`config.mk`:
```
export PLATFORM = sky130hd
export DESIGN_NAME = reload_down_timer
export DESIGN_NICKNAME = d
export VERILOG_FILES = /design/src/rtl/reload_down_timer.sv
export SDC_FILE = /design/constraint.sdc
export NUM_CORES = 1
export LEC_CHECK = 0
export CORE_UTILIZATION = 40
export DETAILED_ROUTE_END_ITERATION = 8
export DONT_BUFFER_PORTS = 1
export GPL_TIMING_DRIVEN = 1
export HOLD_SLACK_MARGIN = 0.08
export PLACE_DENSITY = 0.5
export SYNTH_ARGS = -nofsm -noshare
export SYNTH_HDL_FRONTEND = slang
export SYNTH_SLANG_ARGS = --single-unit
```
`constraint.sdc`:
```
create_clock -name clk -period 3.6 [get_ports clk]
set_clock_uncertainty 0.15 [all_clocks]
set_input_delay 0.36 -clock clk [delete_from_list [all_inputs] [get_ports clk]]
set_output_delay 0.36 -clock clk [all_outputs]
set_load 0.02 [all_outputs]
```
`src/rtl/reload_down_timer.sv`:
```
module reload_down_timer #(
  parameter int W  = 16,
  parameter int L0 = 1,
  parameter int L1 = 3,
  parameter int PW = 5
) (
  input  logic         clk,
  input  logic         rst_n,
  input  logic         bus_addr,
  input  logic         bus_wr,
  input  logic [W-1:0] bus_wdata,
  output logic [W-1:0] bus_rdata,
  input  logic         evt_in,
  output logic         irq,
  output logic         tmr_out
);
  localparam int CW = 11;

  logic [PW-1:0] pre;
  logic [2:0]    sync;
  logic [W-1:0]  cnt, reload_q;
  logic          active, tog;
  logic          run_en, flag, irq_en, auto_rl, out_inv, out_en;
  logic [1:0]    edge_sel, src_sel;
  logic          tick, evt_hit, ctrl_wr, rl_wr, trig, step, uf_evt;

  wire rise = sync[1] & ~sync[2];
  wire fall = ~sync[1] & sync[2];

  always_comb begin
    case (edge_sel)
      2'b01:   evt_hit = rise;
      2'b10:   evt_hit = fall;
      2'b11:   evt_hit = rise | fall;
      default: evt_hit = 1'b0;
    endcase
    case (src_sel)
      2'b00:   tick = &pre[L0-1:0];
      2'b01:   tick = &pre[L1-1:0];
      2'b10:   tick = &pre;
      default: tick = evt_hit;
    endcase
  end

  assign ctrl_wr = bus_wr & ~bus_addr;
  assign rl_wr   = bus_wr & bus_addr;
  assign trig    = ctrl_wr & bus_wdata[0] & bus_wdata[1];
  assign step    = active & run_en & tick;
  assign uf_evt  = step & (cnt == '0) & ~trig;

  always_ff @(posedge clk or negedge rst_n) begin
    if (!rst_n) begin
      pre  <= '0;
      sync <= '0;
    end else begin
      pre  <= pre + 1'b1;
      sync <= {sync[1:0], evt_in};
    end
  end

  always_ff @(posedge clk or negedge rst_n) begin
    if (!rst_n) begin
      run_en <= 1'b0; irq_en <= 1'b0; auto_rl <= 1'b0;
      out_inv <= 1'b0; out_en <= 1'b0;
      edge_sel <= '0; src_sel <= '0;
    end else if (ctrl_wr) begin
      run_en   <= bus_wdata[1];
      irq_en   <= bus_wdata[3];
      auto_rl  <= bus_wdata[4];
      out_inv  <= bus_wdata[5];
      out_en   <= bus_wdata[6];
      edge_sel <= bus_wdata[8:7];
      src_sel  <= bus_wdata[10:9];
    end
  end

  always_ff @(posedge clk or negedge rst_n) begin
    if (!rst_n) begin
      reload_q <= '0;
      cnt      <= '0;
      active   <= 1'b0;
      flag     <= 1'b0;
      tog      <= 1'b0;
    end else begin
      if (rl_wr) reload_q <= bus_wdata;

      if (trig)                       cnt <= reload_q;
      else if (step)                  cnt <= (cnt == '0 && auto_rl) ? reload_q : cnt - 1'b1;

      if (trig)                       active <= 1'b1;
      else if (ctrl_wr && !bus_wdata[1]) active <= 1'b0;
      else if (uf_evt && !auto_rl)    active <= 1'b0;

      if (uf_evt)                     flag <= 1'b1;
      else if (ctrl_wr && !bus_wdata[2]) flag <= 1'b0;

      if (uf_evt && out_en)           tog <= ~tog;
    end
  end

  assign bus_rdata = bus_addr ? cnt
                   : {{(W-CW){1'b0}}, src_sel, edge_sel, out_en, out_inv,
                      auto_rl, irq_en, flag, run_en, 1'b0};
  assign irq     = flag & irq_en;
  assign tmr_out = out_en & (tog ^ out_inv);

  a_r2_step_down: assert property (@(posedge clk) disable iff (!rst_n)
    (step && cnt != '0 && !trig) |=> (cnt == $past(cnt) - 1'b1));
  a_r3_reload_on_uf: assert property (@(posedge clk) disable iff (!rst_n)
    (uf_evt && auto_rl) |=> (cnt == $past(reload_q)));
  a_r3_oneshot_halts: assert property (@(posedge clk) disable iff (!rst_n)
    (uf_evt && !auto_rl) |=> (!active && cnt == '1));
  a_r6_flag_cause: assert property (@(posedge clk) disable iff (!rst_n)
    $rose(flag) |-> $past(uf_evt));
  a_r10_hold_when_off: assert property (@(posedge clk) disable iff (!rst_n)
    (!run_en && !trig) |=> $stable(cnt));
endmodule

```
==> out/results.txt, run 1 <==
outcome -> completed
post-synthesis mux area share -> 12.83%
number of global-route vias before repair -> 2128
setup bufs post-CTS -> 0
slowest CP cell -> a41o_1
Unique masters post-synth -> 49
main combinational cell family by area after synthesis -> simple AND/OR/NAND/NOR gates
Synth area leaders -> dfrtp_1 47%, mux2_2 11%, nand2_1 5.0%
Remaining Overflow, GRT -> 0
via/cell ratio -> 5.899
Finished Layout Cells -> 356
chip height -> 85.22 um
CTS tree -> yes
XOR/XNOR share of the synthesized area -> 0.9485%
Initial Util -> 42.41%
CP max FO -> 13
Max Fclk -> 332.3 MHz
Final #Nets -> 306
row cnt -> 29
Post-synth top flop -> dfrtp_1
Avg WL per Cell -> 19.24 um
Setup crit start -> pre[0]$_DFF_PN0_
CP Launch Type -> register
Ports -> 39
GRT Util Overall -> 20.15%
fin worst setup slack -> 0.5910 ns
DP Wirelength -> 4682 um
cts-stage hold buffer count -> 19
Clock Sinks -> 52
clk root buf -> clkbuf_8
Post-Syn Instances -> 265
DIE AREA -> 7262 um2
GPL Wtd Cong -> 0.7530
worst path bufs/invs -> 0
Worst setup EP type -> register
FF-to-FF End -> cnt[2]$_DFFE_PN0P_
final number of setup-violating endpoints -> 0
total CTS buffers -> 5
sequential share of the synthesized area -> 46.97%
Compound-Gate Fraction of Synth Area -> 14.50%
largest net degree at the start of global routing -> 53
PwrDens -> 488.8 nW/um2
Leakage -> 1.326 nW
min-delay worst type -> in -> reg
CP endpoint -> cnt[2]$_DFFE_PN0P_
dominant cell type by area after synthesis -> dfrtp_1
worst slack at placement -> 0.6387 ns
Critical Path, Cell by Cell -> ha_1 -> and3_1 -> ha_1 -> or3b_2 -> o2111ai_1 -> a41o_1 -> nand2_1 -> a221oi_1
minimum hold slack -> 0.1250 ns
Area growth syn-to-layout -> 12.47%
Rel. slew slack -> 35.67%
asr flop ratio synth -> 100.0%
Worst Tran Pin Value -> 0.9649 ns
Final period util -> 83.58%
Worst path depth -> 8
Worst path max stage delay -> 0.48 ns
Core ar. -> 6531 um2
WS Path Type -> reg -> reg
PortBufs -> 0
CTS H-tree depth -> 2
synth warn -> 0
Avg Inst Size Synth -> 10.45 um2
first-pass GRT wire length -> 11270 um
EDFF count, synth -> 0
R2R cell count -> 8
cell mode on critical path -> ha_1
DRC marker count from the first detailed-route iteration -> 113
share of layout cells above drive strength 1 -> 15.77%
Slew Viols, Final -> 0
Routed Antenna Nets -> 0
clk slew on worst S/H paths -> 0.10 ns
RSZ-0062 raised after global routing -> no
largest delay contributor family on the critical path -> simple AND/OR/NAND/NOR gates
initial antenna violation count -> 0
mapped cell area -> 2770 um2
area share of and/or/nand/nor cells after synthesis -> 17.80%
DRC -> 0
clock buffer depth -> 2
max-cap violation count -> 0
placed cell count -> 329
post-cts resize count -> 0
count of state elements after synthesis -> 52
Worst-Skew Late Latency -> 0.30 ns
Crit path arrival time -> 3.07 ns
Post-Synth Adder-Cell Area -> 3.162%
CP Data Required Time -> 3.66 ns
via count -> 2100
FF-to-FF Start -> pre[0]$_DFF_PN0_
worst vdd rail ir drop -> 0.2388 mV
Period minus WS final -> 3.009 ns
R2R Setup Slk -> 0.59 ns
Detailed Route WL -> 6849 um
Fin. Hold Viols -> 0
TNS Setup -> 0 ns
Synth top area share -> 46.97%
die width -> 85.22 um
drt pass-1 iters -> 4
n_diodes -> 0
syn nets -> 293
-- through the flow --
step / instance area, um2 / power, W / util, %
after global routing: 3115 / 0.001613 / 47.70
final: 3115 / 0.001523 / 47.70
after floorplan: 2770 / 0.001063 / -
after detailed placement: 2814 / 0.001149 / 43.08
after CTS: 3115 / 0.001534 / 47.70
after global placement: 2814 / 0.001146 / 43.08
-- per-layer routing --
layer | up-vias | GRT usage [%] | share of wire, %
li1 | 1008 | - | -
met1 | 1037 | 29.71 | 49
met2 | 51 | 31.01 | 46
met3 | 4 | 3.794 | 4.0
met4 | 0 | 4.160 | 0.51
met5 | - | 0 | 0
-- logic make-up (layout without fill, tap and decap cells) --
family / after synthesis / count (layout)
buf+inv: 25 / 39
fa+ha+maj: 7 / 7
compound gates: 53 / 53
xor+xnor: 3 / 3
mux: 32 / 32
simple gates: 93 / 93
flops: 52 / 52
-- power by group --
| part | internal, W | switching (W) | total [W] |
|---|---|---|---|
| Clock | 0.000157 | 0.000195 | 0.000352 |
| Combinational | 0.000163 | 0.000211 | 0.000373 |
| Sequential | 0.000679 | 0.000118 | 0.000798 |
-- placed cells by master, fill, tap and decap left out, types with 2 or more instances in the layout --
master,n
o211ai_1,2
or4_1,4
dlygate4sd3_1,18
xor2_1,2
nor3_1,7
buf_4,2
o21ai_0,9
ha_1,7
mux2_2,28
o21ai_1,2
nand3_1,9
clkbuf_8,6
and3_1,3
nor2b_1,4
nor4_1,4
inv_1,10
o2bb2ai_1,2
nand2b_1,2
or3_1,3
and2_1,8
a32oi_1,2
mux2i_1,4
a22oi_1,11
nand2_1,37
nor2_1,5
o2bb2a_1,3
o22ai_1,9
dfrtp_1,52
-- state kept, by name, summed over array words and instances (netlist names), 2 cells and up --
name	count
cnt	16
edge_sel	2
pre	5
reload_q	16
src_sel	2
sync	3
-- worst min-delay path by stage --
stage | from | end | slack (ns) | depth (start not counted)
CTS | bus_wdata[2] | flag$_DFFE_PN0P_ | 0.11 | 2
global route | bus_wdata[2] | flag$_DFFE_PN0P_ | 0.11 | 2
detailed placement | rst_n | reload_q[12]$_DFFE_PN0P_ | -0.08 | 0
global placement | rst_n | reload_q[12]$_DFFE_PN0P_ | -0.08 | 0
finish | bus_wdata[2] | flag$_DFFE_PN0P_ | 0.12 | 2
floorplan | rst_n | active$_DFFE_PN0P_ | -0.09 | 0
-- synthesized netlist by cell type (2+ instances only) --
| cell type | count |
|---|---|
| and2_1 | 8 |
| nor2_1 | 5 |
| xor2_1 | 2 |
| nand2_1 | 37 |
| mux2i_1 | 4 |
| nand2b_1 | 2 |
| o22ai_1 | 9 |
| inv_1 | 10 |
| nand3_1 | 9 |
| a22oi_1 | 11 |
| o211ai_1 | 2 |
| or4_1 | 4 |
| nor2b_1 | 4 |
| buf_2 | 3 |
| o21ai_1 | 2 |
| nor4_1 | 4 |
| clkbuf_1 | 11 |
| o2bb2ai_1 | 2 |
| o21ai_0 | 9 |
| o2bb2a_1 | 3 |
| ha_1 | 7 |
| and3_1 | 3 |
| mux2_2 | 28 |
| a32oi_1 | 2 |
| dfrtp_1 | 52 |
| nor3_1 | 7 |
| or3_1 | 3 |
-- layout make-up --
cell class              instances  area, um2
inverters                      10      37.54
multi-input cells             188       1364
repair buffers                 21      222.7
clock buffers                   7      86.33
clock inverters                 1      7.507
well taps                      77      96.34
fillers                       640       3416
flip-flops and latches         52       1301
(Power assumes the default switching activity.)
==> run 2, diff against run 1 <==
- clock period: 3.6 -> 3.07 ns (I/O delays scaled with it)
==> run 2 against run 1 <==
  * Combinational power increased by 20%
  * Global-route usage increased by 1.1 points
  * Die area unchanged
==> out/results.txt, run 2 (synthesized netlist as in run 1, its figures left out) <==
Period minus WS final -> 2.790 ns (-0.2190 ns)
clk root buf -> clkbuf_8
initial antenna violation count -> 0 (unchanged)
largest net degree at the start of global routing -> 53 (unchanged)
Core ar. -> 6531 um2 (unchanged)
min-delay worst type -> reg -> reg
GRT Util Overall -> 21.24% (+1.1 points)
Final period util -> 90.88% (+7.3 points)
DRC -> 0 (unchanged)
cell mode on critical path -> ha_1
Critical Path, Cell by Cell -> ha_1 -> and3_1 -> ha_1 -> or3b_2 -> o2111ai_1 -> a41o_1 -> nand2_1 -> a221oi_1
outcome -> completed
CP max FO -> 8 (-5)
worst vdd rail ir drop -> 0.2216 mV (-7.2%)
Design Power -> 0.001810 W (+19%)
Area growth syn-to-layout -> 14.09%
post-cts resize count -> 0 (unchanged)
GPL Wtd Cong -> 0.8577 (+14%)
row cnt -> 29 (unchanged)
Worst-Skew Late Latency -> 0.31 ns (about the same)
CTS tree -> yes
clock buffer depth -> 2 (unchanged)
TNS Setup -> 0 ns (unchanged)
Routed Antenna Nets -> 0 (unchanged)
number of global-route vias before repair -> 2193 (+3.1%)
Fin. Hold Viols -> 0 (unchanged)
CP Launch Type -> register
Clock Sinks -> 52 (unchanged)
die width -> 85.22 um (unchanged)
Initial Util -> 42.41% (unchanged)
WS Path Type -> reg -> reg
clk slew on worst S/H paths -> 0.10 ns (about the same)
Detailed Route WL -> 7052 um (+3.0%)
Worst path max stage delay -> 0.46 ns (-0.02 ns)
DIE AREA -> 7262 um2 (unchanged)
first-pass GRT wire length -> 11760 um (+4.3%)
n_diodes -> 0 (unchanged)
DRC marker count from the first detailed-route iteration -> 124 (+9.7%)
final number of setup-violating endpoints -> 0 (unchanged)
slowest CP cell -> or3b_2
DP Wirelength -> 4911 um (+4.9%)
most frequent cells in the layout -> 52 x dfrtp_1, 37 x nand2_1, 28 x mux2_2
Final #Nets -> 311 (+1.6%)
CP Data Required Time -> 3.14 ns (-0.52 ns)
drt pass-1 iters -> 4 (unchanged)
Remaining Overflow, GRT -> 0 (unchanged)
total CTS buffers -> 5 (unchanged)
top flop regs -> cnt x16, reload_q x16, pre x5
share of layout cells above drive strength 1 -> 16.90% (+1.1 points)
Ports -> 39 (unchanged)
RSZ-0062 raised after global routing -> no
commonest non-fill, non-tap cell in the layout -> dfrtp_1
Avg WL per Cell -> 19.53 um (+1.5%)
Crit path arrival time -> 2.86 ns (-0.21 ns)
PortBufs -> 0 (unchanged)
via/cell ratio -> 5.787 (-1.9%)
Max Fclk -> 358.4 MHz (+7.9%)
Rel. slew slack -> 46.51% (+11 points)
via count -> 2089 (-0.52%)
PwrDens -> 572.7 nW/um2 (+17%)
Worst setup EP type -> register
Slew Viols, Final -> 0 (unchanged)
Leakage -> 1.351 nW (+1.9%)
chip height -> 85.22 um (unchanged)
max-cap violation count -> 0 (unchanged)
CTS H-tree depth -> 2 (unchanged)
Worst Tran Pin Value -> 0.8004 ns (-0.1645 ns)
run 2: cell types whose count changed in the layout (fill, tap and decap cells not counted), sizes merged:
cell and delta:
buf +3, clkbuf -1, clkinv +1, clkinvlp -1
dlygate4sd3 +2, inv +1
run 2: path summary, 6_finish.rpt:
path | start | slack [ns] | cells after the start | to
max | pre[0]$_DFF_PN0_ | 0.28 | 8 | cnt[2]$_DFFE_PN0P_
min | sync[0]$_DFF_PN0_ | 0.21 | 0 | sync[1]$_DFF_PN0_
max reg2reg | pre[0]$_DFF_PN0_ | 0.28 | 8 | cnt[2]$_DFFE_PN0P_
min reg2reg | sync[0]$_DFF_PN0_ | 0.21 | 0 | sync[1]$_DFF_PN0_
max in group asynchronous | rst_n | 2.18 | 2 | pre[1]$_DFF_PN0_
min in group asynchronous | rst_n | 0.36 | 2 | reload_q[11]$_DFFE_PN0P_
run 2: report_power, final:
group	switching (W)	total [W]	internal (W)	leakage, nW
registers	0.000140	0.000937	0.000797	0.627
logic	0.000252	0.000446	0.000194	0.672
clock network	0.000242	0.000428	0.000185	0.0516
total	0.000634	0.00181	0.00118	1.35
run 2: what timing repair did:
action / in CTS / in global routing
buffers inserted: 0 / 0
hold buffers: 21 / 0
endpoints found under the hold margin: 80 / 0
run 2: area by class of cell:
| type | count | area (um2) |
|---|---|---|
| multi-input combinational | 188 | 1364 |
| inverter | 10 | 37.54 |
| timing repair buffer | 26 | 265.3 |
| clock buffer | 6 | 82.58 |
| tap | 77 | 96.34 |
| fill | 615 | 3371 |
| sequential | 52 | 1301 |
| clock inverter | 2 | 13.76 |
run 2: through the flow:
| step | cells | util [%] | setup slack [ns] | cell area, um2 | hold WS, ns |
|---|---|---|---|---|---|
| floorplan | 265 | - | 0.4166 | 2770 | -0.1386 |
| global placement | 332 | 43.43 | 0.3682 | 2836 | -0.1370 |
| detailed placement | 332 | 43.43 | 0.3485 | 2836 | -0.1369 |
| CTS | 361 | 48.39 | 0.2994 | 3161 | 0.2149 |
| global route | 361 | 48.39 | 0.08653 | 3161 | 0.2217 |
| finish | 361 | 48.39 | 0.2800 | 3161 | 0.2143 |
run 2: per-layer routing:
layer	share of wire, %	vias up	GRT usage [%]	wire length (um)
met5	0	-	0	0
met4	1.1	0	5.701	81
met3	4.2	8	4.377	298
met2	45	54	32.04	3173
met1	50	1015	31.05	3499
li1	-	1012	-	-
run 2: critical path, delay by kind of cell (launching register included):
family | cells | cell delay, ns
flops | 1 | 0.42
simple gates | 3 | 0.92
compound gates | 3 | 0.81
fa+ha+maj | 2 | 0.40
